**src/rtl/crtc_pkg.sv**
```systemverilog
package crtc_pkg;

  // strobes from decode to the register datapath
  typedef struct packed {
    logic idxWe;
    logic dataWe;
    logic idxRd;
    logic dataRd;
  } crtcStrobe_t;

  localparam logic [7:0] IDX_CURSOR_CTL = 8'h0A;
  localparam logic [7:0] IDX_START_HI   = 8'h0C;
  localparam logic [7:0] IDX_START_LO   = 8'h0D;
  localparam logic [7:0] IDX_CURSOR_HI  = 8'h0E;
  localparam logic [7:0] IDX_CURSOR_LO  = 8'h0F;

endpackage

```
**src/rtl/crtc_ctrl.sv**
```systemverilog
module crtc_ctrl
  import crtc_pkg::*;
#(
  parameter int ADDR_W = 16,
  parameter logic [ADDR_W-1:0] BASE_MONO  = 16'h03B4,
  parameter logic [ADDR_W-1:0] BASE_COLOR = 16'h03D4
) (
  input  logic              busSel,
  input  logic              busWr,
  input  logic [ADDR_W-1:0] portAddr,
  output crtcStrobe_t       strobe
);

  localparam int NUM_BASE = 2;
  localparam logic [ADDR_W-1:0] BASES [NUM_BASE] = '{BASE_MONO, BASE_COLOR};

  logic [NUM_BASE-1:0] baseMatch;

  genvar gi;
  generate
    for (gi = 0; gi < NUM_BASE; gi++) begin : g_base
      assign baseMatch[gi] = (portAddr[ADDR_W-1:1] == BASES[gi][ADDR_W-1:1]);
    end
  endgenerate

  logic hit;
  logic isData;

  assign hit    = busSel && (|baseMatch);
  assign isData = portAddr[0];

  always_comb begin
    strobe        = '0;
    strobe.idxWe  = hit &&  busWr && !isData;
    strobe.dataWe = hit &&  busWr &&  isData;
    strobe.idxRd  = hit && !busWr && !isData;
    strobe.dataRd = hit && !busWr &&  isData;
  end

endmodule

```
**src/rtl/crtc_regs.sv**
```systemverilog
module crtc_regs
  import crtc_pkg::*;
#(
  parameter int DATA_W    = 8,
  parameter int POS_W     = 12,
  parameter int LINE_W    = 4,
  parameter int HIDE_BIT  = 5,
  parameter int CUR_FIRST = 13,
  parameter int CUR_LAST  = 14
) (
  input  logic                  clk,
  input  logic                  rst,
  input  crtcStrobe_t           strobe,
  input  logic [DATA_W-1:0]     wrData,
  input  logic [LINE_W-1:0]     scanLine,
  output logic [DATA_W-1:0]     rdData,
  output logic [DATA_W-1:0]     curIndex,
  output logic [2*DATA_W-1:0]   screenOffset,
  output logic [POS_W-1:0]      cursorPos,
  output logic                  cursorHidden,
  output logic                  cursorDraw
);

  localparam int WIDE_W = 2 * DATA_W;
  localparam logic [LINE_W-1:0] LINE_FIRST = LINE_W'(CUR_FIRST);
  localparam logic [LINE_W-1:0] LINE_LAST  = LINE_W'(CUR_LAST);

  logic [DATA_W-1:0] indexReg;
  logic [WIDE_W-1:0] startReg;
  logic [WIDE_W-1:0] cursorReg;
  logic              hideReg;

  always_ff @(posedge clk) begin
    if (rst) begin
      indexReg  <= '0;
      startReg  <= '0;
      cursorReg <= '0;
      hideReg   <= 1'b0;
    end else begin
      if (strobe.idxWe) indexReg <= wrData;
      if (strobe.dataWe) begin
        case (indexReg)
          IDX_CURSOR_CTL: hideReg <= wrData[HIDE_BIT];
          IDX_START_HI:   startReg[WIDE_W-1:DATA_W]  <= wrData;
          IDX_START_LO:   startReg[DATA_W-1:0]       <= wrData;
          IDX_CURSOR_HI:  cursorReg[WIDE_W-1:DATA_W] <= wrData;
          IDX_CURSOR_LO:  cursorReg[DATA_W-1:0]      <= wrData;
          default: ;
        endcase
      end
    end
  end

  always_comb begin
    rdData = '0;
    if (strobe.idxRd) begin
      rdData = indexReg;
    end else if (strobe.dataRd) begin
      case (indexReg)
        IDX_CURSOR_CTL: rdData[HIDE_BIT] = hideReg;
        IDX_START_HI:   rdData = startReg[WIDE_W-1:DATA_W];
        IDX_START_LO:   rdData = startReg[DATA_W-1:0];
        IDX_CURSOR_HI:  rdData = cursorReg[WIDE_W-1:DATA_W];
        IDX_CURSOR_LO:  rdData = cursorReg[DATA_W-1:0];
        default:        rdData = '0;
      endcase
    end
  end

  assign curIndex     = indexReg;
  assign screenOffset = startReg;
  assign cursorPos    = cursorReg[POS_W-1:0];
  assign cursorHidden = hideReg;
  assign cursorDraw   = !hideReg && (scanLine >= LINE_FIRST) && (scanLine <= LINE_LAST);

endmodule

```
**src/rtl/crtc_cursor_regs.sv**
```systemverilog
module crtc_cursor_regs
  import crtc_pkg::*;
#(
  parameter int ADDR_W = 16,
  parameter int DATA_W = 8,
  parameter int POS_W  = 12,
  parameter int LINE_W = 4
) (
  input  logic                clk,
  input  logic                rst,
  input  logic                busSel,
  input  logic                busWr,
  input  logic [ADDR_W-1:0]   portAddr,
  input  logic [DATA_W-1:0]   wrData,
  output logic [DATA_W-1:0]   rdData,
  input  logic [LINE_W-1:0]   scanLine,
  output logic [2*DATA_W-1:0] screenOffset,
  output logic [POS_W-1:0]    cursorPos,
  output logic                cursorHidden,
  output logic                cursorDraw
);

  crtcStrobe_t       strobe;
  logic [DATA_W-1:0] curIndex;

  crtc_ctrl #(.ADDR_W(ADDR_W)) u_ctrl (
    .busSel  (busSel),
    .busWr   (busWr),
    .portAddr(portAddr),
    .strobe  (strobe)
  );

  crtc_regs #(.DATA_W(DATA_W), .POS_W(POS_W), .LINE_W(LINE_W)) u_regs (
    .clk         (clk),
    .rst         (rst),
    .strobe      (strobe),
    .wrData      (wrData),
    .scanLine    (scanLine),
    .rdData      (rdData),
    .curIndex    (curIndex),
    .screenOffset(screenOffset),
    .cursorPos   (cursorPos),
    .cursorHidden(cursorHidden),
    .cursorDraw  (cursorDraw)
  );

endmodule

```
**config.mk**
```make
export PLATFORM = sky130hd
export DESIGN_NAME = crtc_cursor_regs
export DESIGN_NICKNAME = d
export VERILOG_FILES = /design/src/rtl/crtc_pkg.sv /design/src/rtl/crtc_ctrl.sv /design/src/rtl/crtc_regs.sv /design/src/rtl/crtc_cursor_regs.sv
export SDC_FILE = /design/constraint.sdc
export NUM_CORES = 1
export LEC_CHECK = 0
export ABC_CLOCK_PERIOD_IN_PS = 2220
export BUFFER_PORTS_ARGS = -buffer_cell sky130_fd_sc_hd__buf_4
export CAP_MARGIN = 0
export CELL_PAD_IN_SITES_DETAIL_PLACEMENT = 1
export CELL_PAD_IN_SITES_GLOBAL_PLACEMENT = 1
export CORE_AREA = 2 2 73 92
export CTS_BUF_LIST = sky130_fd_sc_hd__clkbuf_16
export CTS_CLUSTER_DIAMETER = 50
export CTS_CLUSTER_SIZE = 8
export DETAILED_ROUTE_END_ITERATION = 12
export DIE_AREA = 0 0 75 94
export GPL_ROUTABILITY_DRIVEN = 0
export PLACE_DENSITY_LB_ADDON = 0.1
export RECOVER_POWER = 50
export SLEW_MARGIN = 30
export SYNTH_ARGS = -nofsm -noshare
export SYNTH_HDL_FRONTEND = slang
export SYNTH_SLANG_ARGS = --single-unit
```
**constraint.sdc**
```tcl
create_clock -name clk -period 2.22 [get_ports clk]
set_input_delay 0.444 -clock clk [delete_from_list [all_inputs] [get_ports clk]]
set_output_delay 0.444 -clock clk [all_outputs]
set_load 0.05 [all_outputs]
```
### After elaboration in Yosys (flattened, before gate mapping)

Cells that the tools add are included.

* add/subtract/negate cells: 0
* $mul: 0
* divide/modulo/power cells: 0
* $lt $le $gt $ge: 2
* eq/ne operators: 7
* shifts and indexed selects: 0
* muxes and demuxes: 5
* bitwise gates (word level): 0
* reduce and logical (&&, ||, !) cells: 18

Operators with widths (count)
* 8-bit by 4-bit equality test with 1-bit output (second input constant): 5
* 15-bit by 9-bit equality test with 1-bit output (second input constant): 2
* 5-bit one-hot mux with 4 select lines: 1
* 8-bit 2-to-1 mux: 2
* 2-bit AND reduction: 5
* 1-bit logical AND: 9
* 2-bit one-hot mux with 4 select lines: 1
* 1-bit one-hot mux with 5 select lines: 1
* 4-bit >= comparator (second input constant): 1
* 4-bit <= comparator (second input constant): 1
* 1-bit logical NOT: 3
* 2-bit OR reduction: 1

* flip-flop bits (word level): 41
* bits in latches: 0
* bits in writable memories: 0
* ROM bits: 0
* output and inout bits: 38
* logic and storage cells: 38
* memories: 0

### Logic depth before layout (Yosys ltp)

Gate-level depths: netlist (run 1).

* depth in word-level cells: 7
* gate-level depth with buffers: 7
* mapped depth without buffers: 5

### Cells and area by module

Synthesis (run 1) repeated with hierarchy kept, for this count alone.

* cell total of the unflattened synthesis: 223
* area, all modules: 2173.3 µm²

By module, submodules not included
* crtc_regs: times used 1, cells each 211, area each 2079.5 µm², seq. area each 820.8 µm²
* crtc_ctrl: times used 1, cells each 12, area each 93.8 µm², seq. area each 0.0 µm²

### Worst setup path before layout (run 1)

OpenSTA, ideal clock, no wires.

* path kind: input port to output port
* from: input port portAddr[1]
* to: output port rdData[0]
* arrival time: 2.642 ns
* slack: -0.866 ns
* stages on the path: 5
* buffers on the path: 1
* cell sequence: nor4_1 -> nand4_1 -> or3_1 -> clkbuf_1 -> a211oi_1

* word-level cells in the longest chain between the ends: 7
* elaborated cells on any way between the ends: 9
* those cells by class: eq/ne: 2; mux: 2; reduce/logical: 5

RTL lines
* from (decl): line crtc_cursor_regs.sv:13 `input logic [ADDR_W-1:0] portAddr,`
* 15-bit by 9-bit equality test with 1-bit output: line crtc_ctrl.sv:22 `assign baseMatch[gi] = (portAddr[ADDR_W-1:1] == BASES[gi][ADDR_W-1:1]);`
* 2-bit OR reduction *: line crtc_ctrl.sv:29 `assign hit = busSel && (|baseMatch);`
* 1-bit logical AND *: line crtc_ctrl.sv:29
* 1-bit logical AND *: line crtc_ctrl.sv:36, crtc_ctrl.sv:37
* 1-bit logical AND: line crtc_ctrl.sv:37 `strobe.dataRd = hit && !busWr && isData;`
* 8-bit 2-to-1 mux: line crtc_regs.sv:58 `end else if (strobe.dataRd) begin`
* 8-bit 2-to-1 mux *: line crtc_regs.sv:56 `if (strobe.idxRd) begin`
* to (decl): line crtc_cursor_regs.sv:15 `output logic [DATA_W-1:0] rdData,`

Every way passes the cells marked *; elsewhere a longest branch is shown, timed or not.

### Worst setup path in the final report (run 1)

* from: input port portAddr[12]
* to: output port rdData[6]

Same word-level chain as after synthesis.

==> results of run 1 <==
cells by family (layout without fill, tap and decap cells):
family	Yosys count	in the layout	share of synthesized area (%)
XOR/XNOR	2	2	0.7951
AND/OR/NAND/NOR	102	102	24.87
multiplexers	51	51	23.91
flip-flops	41	41	37.25
buffers and inverters	28	113	7.041
AO/OA/AOI/OAI	20	20	6.133
worst max-delay path by stage:
stage / end / cells after the start
finish: rdData[6] / 7
global route: rdData[6] / 7
CTS: rdData[6] / 7
detailed placement: rdData[6] / 7
global placement: rdData[6] / 7
floorplan: rdData[0] / 5
layout by cell type (no fill, tap or decap), types with 3 or more instances in the layout:
master / instances
sky130_fd_sc_hd__mux2i_1: 47
sky130_fd_sc_hd__nand2_1: 8
sky130_fd_sc_hd__buf_4: 57
sky130_fd_sc_hd__mux2_2: 3
sky130_fd_sc_hd__nand3_1: 7
sky130_fd_sc_hd__nor2b_1: 4
sky130_fd_sc_hd__a32oi_1: 3
sky130_fd_sc_hd__dfxtp_1: 40
sky130_fd_sc_hd__o211ai_1: 4
sky130_fd_sc_hd__a21oi_2: 4
sky130_fd_sc_hd__clkbuf_16: 5
sky130_fd_sc_hd__nand2b_1: 7
sky130_fd_sc_hd__nor2_1: 49
sky130_fd_sc_hd__clkbuf_1: 31
sky130_fd_sc_hd__nor4_4: 3
sky130_fd_sc_hd__nand4_1: 5
sky130_fd_sc_hd__buf_6: 14
routing by layer:
| layer | vias to the layer above | part of all wire (%) | track usage, % |
|---|---|---|---|
| met1 | 1023 | 41 | 24.49 |
| met4 | 0 | 2.1 | 7.589 |
| met5 | - | 0 | 0 |
| met3 | 10 | 4.4 | 4.077 |
| met2 | 56 | 53 | 36.62 |
| li1 | 1021 | - | - |
area by class of cell:
cell class	instances	area share (%)
Multi-Input combinational cell	175	43.29
Sequential cell	41	25.71
Tap cell	85	3.327
Clock inverter	3	0.3914
Clock buffer	5	3.914
Timing Repair Buffer	105	23.37
per-stage QoR:
step | hold slack [ps] | instance area (um^2) | setup TNS (ps)
finish | 438.4 | 3197 | -1343
global route | 448.3 | 3197 | -1783
CTS | 440.5 | 3287 | -1151
detailed placement | 486.2 | 2972 | -2702
global placement | 468.9 | 2972 | -2306
floorplan | 457.6 | 2287 | -510.0
state kept, by name (all words and copies together), names as in the netlist:
| signal | flops |
|---|---|
| u_regs.screenOffset | 16 |
| u_regs.curIndex | 8 |
| u_regs.cursorReg | 16 |
| u_regs.cursorHidden | 1 |
repair_timing:
action | 4_1_cts | 5_1_grt
pin swaps | 7 | 7
setup endpoints to repair | 8 | 12
hold buffers | 0 | 0
setup buffers | 10 | 3
endpoints found under the hold margin | 0 | 0
gates resized for setup | 24 | 6
power by group through the flow:
stage | logic (mW) | registers, mW | clock network (mW)
after detailed placement | 0.101 | 0.752 | 0
after CTS | 0.105 | 0.736 | 0.699
after global placement | 0.0995 | 0.752 | 0
final | 0.109 | 0.736 | 0.685
after floorplan | 0.0333 | 0.752 | 0
after global routing | 0.117 | 0.735 | 0.735
worst reg2reg max path, stage by stage, from the launching register on:
cell and delay, ps:
sky130_fd_sc_hd__dfxtp_1 360, sky130_fd_sc_hd__buf_12 180, sky130_fd_sc_hd__or4b_4 570, sky130_fd_sc_hd__nor4_2 230
sky130_fd_sc_hd__nand3_1 170, sky130_fd_sc_hd__buf_4 220, sky130_fd_sc_hd__mux2i_1 180, sky130_fd_sc_hd__nor2_1 50
==> flow_summary.yaml, run 1 <==
critical_path:
  critical_path.slowest_cell: "sky130_fd_sc_hd__or3_4"
  critical_path_required_ps: 1780
  critPathBufInv: 3
  worstRegToRegCells: 7
  critical_path_class: "in2out"
  crit_path_max_fanout: 4
  cp-start-kind: "input pin"
  cp-startpoint: "portAddr[12]"
  ff_to_ff_setup_slack_ps: 140
  timing.critical_path.mode_cell: "sky130_fd_sc_hd__buf_6"
  r2r_start: "u_regs.curIndex[1]"
  timing.critical_path.cells: "buf_6, and4bb_2, nand4_1, or3_4, buf_12, a31oi_4, buf_6"
  setup.worst_path.end_class: "primary output"
  crit-reg2reg-capture: "u_regs.screenOffset[14]"
  critical-path-top-delay-family: "simple AND/OR/NAND/NOR gates"
  worst-endpoint-arrival_ps: 1980
  timing.critical_path.slowest_cell_delay_ps: 470
cts:
  htreeDepth: 2
  worst_setup_hold_path_clk_slew_ps: 60
  clock_root_buffer_master: "sky130_fd_sc_hd__clkbuf_16"
  maximum_number_of_buffers_from_clock_root_to_sink: 2
  clock-sinks: 41
  cts_inserted_buffers: 5
  cts_tree: "yes"
  worstSkewPairLatency_ps: 280
yosys:
  synthTopCellsByCount: "49 x sky130_fd_sc_hd__nor2_1, 47 x sky130_fd_sc_hd__mux2i_1, 41 x sky130_fd_sc_hd__dfxtp_1"
  synthesis.nets: 276
  ys.warnings.count: 0
  asyncSetResetFlopFracSynth_pct: 0
  synth_cell_types: 40
  dominantRegCellSynth: "sky130_fd_sc_hd__dfxtp_1"
  synth-edff-count: 0
  synth_area_leader_cell: "sky130_fd_sc_hd__dfxtp_1"
  syn-cell-area_mm2: 0.002203
  synth.top_cells.by_area: "sky130_fd_sc_hd__dfxtp_1 37%, sky130_fd_sc_hd__mux2i_1 21%, sky130_fd_sc_hd__nor2_1 8.3%"
  yosys.area.top_type_share_pct: 37.25
  post_synth_inst_count: 244
  yosysSeqAreaShare_pct: 37.25
  ys_seq_elements: 41
  yosysMostFrequentCell: "sky130_fd_sc_hd__nor2_1"
  synth_area_per_cell_um2: 9.030
route:
  routed-via-count: 2110
  dr.first_iter.drc_count: 81
  drt-total-wl_um: 7053
  final_antenna_net_count: 0
  route.detailed.vias_per_inst: 5.097
  dr.pass1.iters: 4
  drcViolationCount: 0
  wire_per_inst_um: 17.04
placed_design:
  post_detail_place_hpwl_um: 4885
  port_buffers: 69
  dp_cells: 396
  post-place-ws_ps: -374.4
sta:
  max-slew-margin-rel_pct: 58.70
  grt_setup_unrepaired: "true"
  worst-slew-pin-transition_ps: 622.2
  final.setup.worst_slack_ps: -202.8
  fmax_ghz: 0.4127
  finalSetupViolCount: 8
  fin_crit_ps: 2423
  timing.final.max_slew_violations: 0
  post-route-period-util_pct: 109.1
  final.setup_skew_ps: 5.215
  hold_viol_final: 0
pwr:
  clock_power_share_pct: 44.8
  power_frac_seq_pct: 48.1
  power_leakage_nw: 1.323
  cellPowerDensity_mw_per_mm2: 478.5
  internal_power_mw: 1.196
  design_power_total_mw: 1.530
  ir_drop_mv: 0.4424
  combPwrFrac_pct: 7.1
  netSwitchingFraction_pct: 21.80
  switching_power_mw: 0.3334
hold_path:
  hold_end: "u_regs.cursorReg[7]"
  min_path_type: "in2reg"
  hold-path-cell-count: 3
  worst_hold_startpoint: "wrData[7]"
floorplan:
  dieArea_mm2: 0.007050
  std_cell_rows: 32
  die_y_um: 94
  coreArea_mm2: 0.006126
  chipWidth_um: 75
  initial_utilization_pct: 35.97
  number_of_placed_i_o_pins: 70
layout:
  nFillCells: 740
  multi_input_area_mm2: 0.001384
  layout.nets: 360
  num_antenna_cells: 0
  instances_no_fill: 414
  area_growth_syn_to_layout_pct: 45.09
  layout-drive-gt1-share_pct: 32.83
  post-route-util_pct: 52.19
  ff_latch_area_um2: 822.0
grt:
  grtUsageTotal_pct: 20.87
  grt_pass1_vias: 2253
  first_pass_grt_wire_length_um: 11140
  grt_remaining_overflow: 0
  grt_max_degree: 42
  initial_antenna_violation_count: 0
status:
  violations: "negative setup slack"
  status: "complete, but fails checks"
job:
  maxCapViolations: 0
Power figures use the tool's default switching activity.
==> run 2: changes to the inputs <==
--- a/config.mk
+++ b/config.mk
@@ -8,7 +8,7 @@
 export ABC_CLOCK_PERIOD_IN_PS = 2220
 export BUFFER_PORTS_ARGS = -buffer_cell sky130_fd_sc_hd__buf_4
 export CAP_MARGIN = 0
-export CELL_PAD_IN_SITES_DETAIL_PLACEMENT = 1
+export CELL_PAD_IN_SITES_DETAIL_PLACEMENT = 0
 export CELL_PAD_IN_SITES_GLOBAL_PLACEMENT = 1
 export CORE_AREA = 2 2 73 92
 export CTS_BUF_LIST = sky130_fd_sc_hd__clkbuf_16
==> run 2 against run 1 <==
  * The flow still finishes with violations (negative setup slack)
  * Cell count down 0.24%
  * Routed wire length down 9.2%
  * Power up 16%
  * Sequential power about the same
  * Clock power up 36%
  * Non-clock buffer count down 1
  * Combinational power down 6%
  * Sequential cell count unchanged
  * Via count down 2.8%
  * Clock-buffer cell count unchanged
  * Register-to-register slack worse by 40 ps
  * Critical path depth unchanged
  * Largest cell class unchanged
  * Highest routed layer unchanged
==> flow_summary.yaml, run 2 (synthesis results as in run 1) <==
layout:
  layout-drive-gt1-share_pct: 34.76
  most_used_cells_in_the_layout_excluding_fill_and_tap_cells: "53 x sky130_fd_sc_hd__buf_4, 49 x sky130_fd_sc_hd__nor2_1, 47 x sky130_fd_sc_hd__mux2i_1, 36 x sky130_fd_sc_hd__dfxtp_1, 30 x sky130_fd_sc_hd__clkbuf_1"
  nFillCells: 613
  num_antenna_cells: 0
  mostFrequentLayoutCell: "sky130_fd_sc_hd__buf_4"
  layout.nets: 359
  area_growth_syn_to_layout_pct: 48.84
  instances_no_fill: 413
floorplan:
  initial_utilization_pct: 35.97
  number_of_placed_i_o_pins: 70
  die_y_um: 94
  chipWidth_um: 75
  dieArea_mm2: 0.007050
  std_cell_rows: 32
  coreArea_mm2: 0.006126
sta:
  fmax_ghz: 0.4269
  finalSetupViolCount: 8
  final.setup_skew_ps: 5.659
  hold_viol_final: 0
  whs_ps: 432.3
  timing.final.max_slew_violations: 0
  post-route-period-util_pct: 105.5
  fin_tns_setup_ps: -745.6
  max-slew-margin-rel_pct: 56.10
  final.setup.worst_slack_ps: -122.5
  fin_crit_ps: 2343
  worst-slew-pin-transition_ps: 658.6
  grt_setup_unrepaired: "true"
pwr:
  cellPowerDensity_mw_per_mm2: 540.2
  power_leakage_nw: 1.367
  ir_drop_mv: 0.3704
grt:
  initial_antenna_violation_count: 0
  grtUsageMet3_pct: 4.077
  use_met1_pct: 24.50
  first_pass_grt_wire_length_um: 9956
  grt_pass1_vias: 1965
  grt_remaining_overflow: 0
  grtUsageTotal_pct: 18.81
  grt_max_degree: 42
  met2_usage_pct: 30.26
  busiest_layer: "met2"
status:
  status: "complete, but fails checks"
  violations: "negative setup slack"
critical_path:
  timing.critical_path.cells: "buf_4, and4bb_2, nand4_1, or3_4, buf_12, a31oi_4, buf_6"
  setup.worst_path.end_class: "primary output"
  critPathBufInv: 3
  cp-start-kind: "input pin"
  critical-path-top-delay-family: "simple AND/OR/NAND/NOR gates"
  critical_path_required_ps: 1780
  crit_path_max_fanout: 4
  worst-endpoint-arrival_ps: 1900
  critical_path.slowest_cell: "sky130_fd_sc_hd__or3_4"
  timing.critical_path.slowest_cell_delay_ps: 460
  critical_path_class: "in2out"
placed_design:
  dp_cells: 396
  post-place-ws_ps: -301.8
  port_buffers: 69
  post_detail_place_hpwl_um: 4369
route:
  routed-via-count: 2050
  dr.first_iter.drc_count: 45
  drcViolationCount: 0
  wire_per_inst_um: 15.51
  dr.pass1.iters: 4
  final_antenna_net_count: 0
  drt-total-wl_um: 6406
  route.detailed.vias_per_inst: 4.964
job:
  maxCapViolations: 0
cts:
  worst_setup_hold_path_clk_slew_ps: 60
  clock_root_buffer_master: "sky130_fd_sc_hd__clkbuf_16"
  cts_tree: "yes"
  clock-sinks: 41
  htreeDepth: 2
  ctsHoldBuffers: 0
  cts_inserted_buffers: 5
  worstSkewPairLatency_ps: 280
  maximum_number_of_buffers_from_clock_root_to_sink: 2
hold_path:
  min_path_type: "in2reg"
run 2: path summary, 6_finish.rpt:
path	to	start	depth (start not counted)	slack, ps
setup / recovery	rdData[6]	portAddr[10]	7	-120
hold / removal	u_regs.cursorReg[7]	wrData[7]	3	430
setup reg to reg	u_regs.screenOffset[10]	u_regs.curIndex[1]	7	100
hold reg to reg	u_regs.cursorReg[13]	u_regs.cursorReg[13]	2	500
run 2: worst min-delay path, cell delays in order:
cell                      delay, ps
sky130_fd_sc_hd__buf_4          110
sky130_fd_sc_hd__mux2i_1         60
sky130_fd_sc_hd__nor2_1          70
run 2: repair_timing:
item / 4_1_cts / 5_1_grt
setup endpoints to repair: 8 / 9
setup buffers: 10 / 1
resized for setup: 20 / 19
pin swaps: 6 / 13
run 2: per-layer routing:
| layer | vias up | wire length, um |
|---|---|---|
| met5 | - | 0 |
| met3 | 4 | 324 |
| met4 | 0 | 59 |
| li1 | 1021 | - |
| met2 | 63 | 3219 |
| met1 | 962 | 2802 |
run 2: metrics by stage:
step / power [mW] / area (um^2) / utilization, %
6_report: 1.772 / 3279 / 53.53
5_1_grt: 1.838 / 3279 / 53.53
4_1_cts: 1.791 / 3324 / 54.27
3_5_place_dp: 0.8513 / 2972 / 48.51
3_3_place_gp: 0.8515 / 2972 / 48.51
2_1_floorplan: 0.7852 / 2287 / -
run 2: report_power, final:
group	switching [mW]	internal, mW
combinational	0.0515	0.0520
clock	0.291	0.642
sequential	0.00000112	0.735
total	0.342	1.43
run 2: final cells by class:
| class | instances | area, um^2 | share of cell area (%) |
|---|---|---|---|
| multi-input cells | 175 | 1391 | 42.43 |
| flip-flops and latches | 41 | 827.0 | 25.22 |
| repair buffers | 104 | 764.5 | 23.31 |
| clock buffers | 5 | 125.1 | 3.815 |
| well taps | 85 | 106.4 | 3.243 |
| clock inverters | 3 | 65.06 | 1.984 |
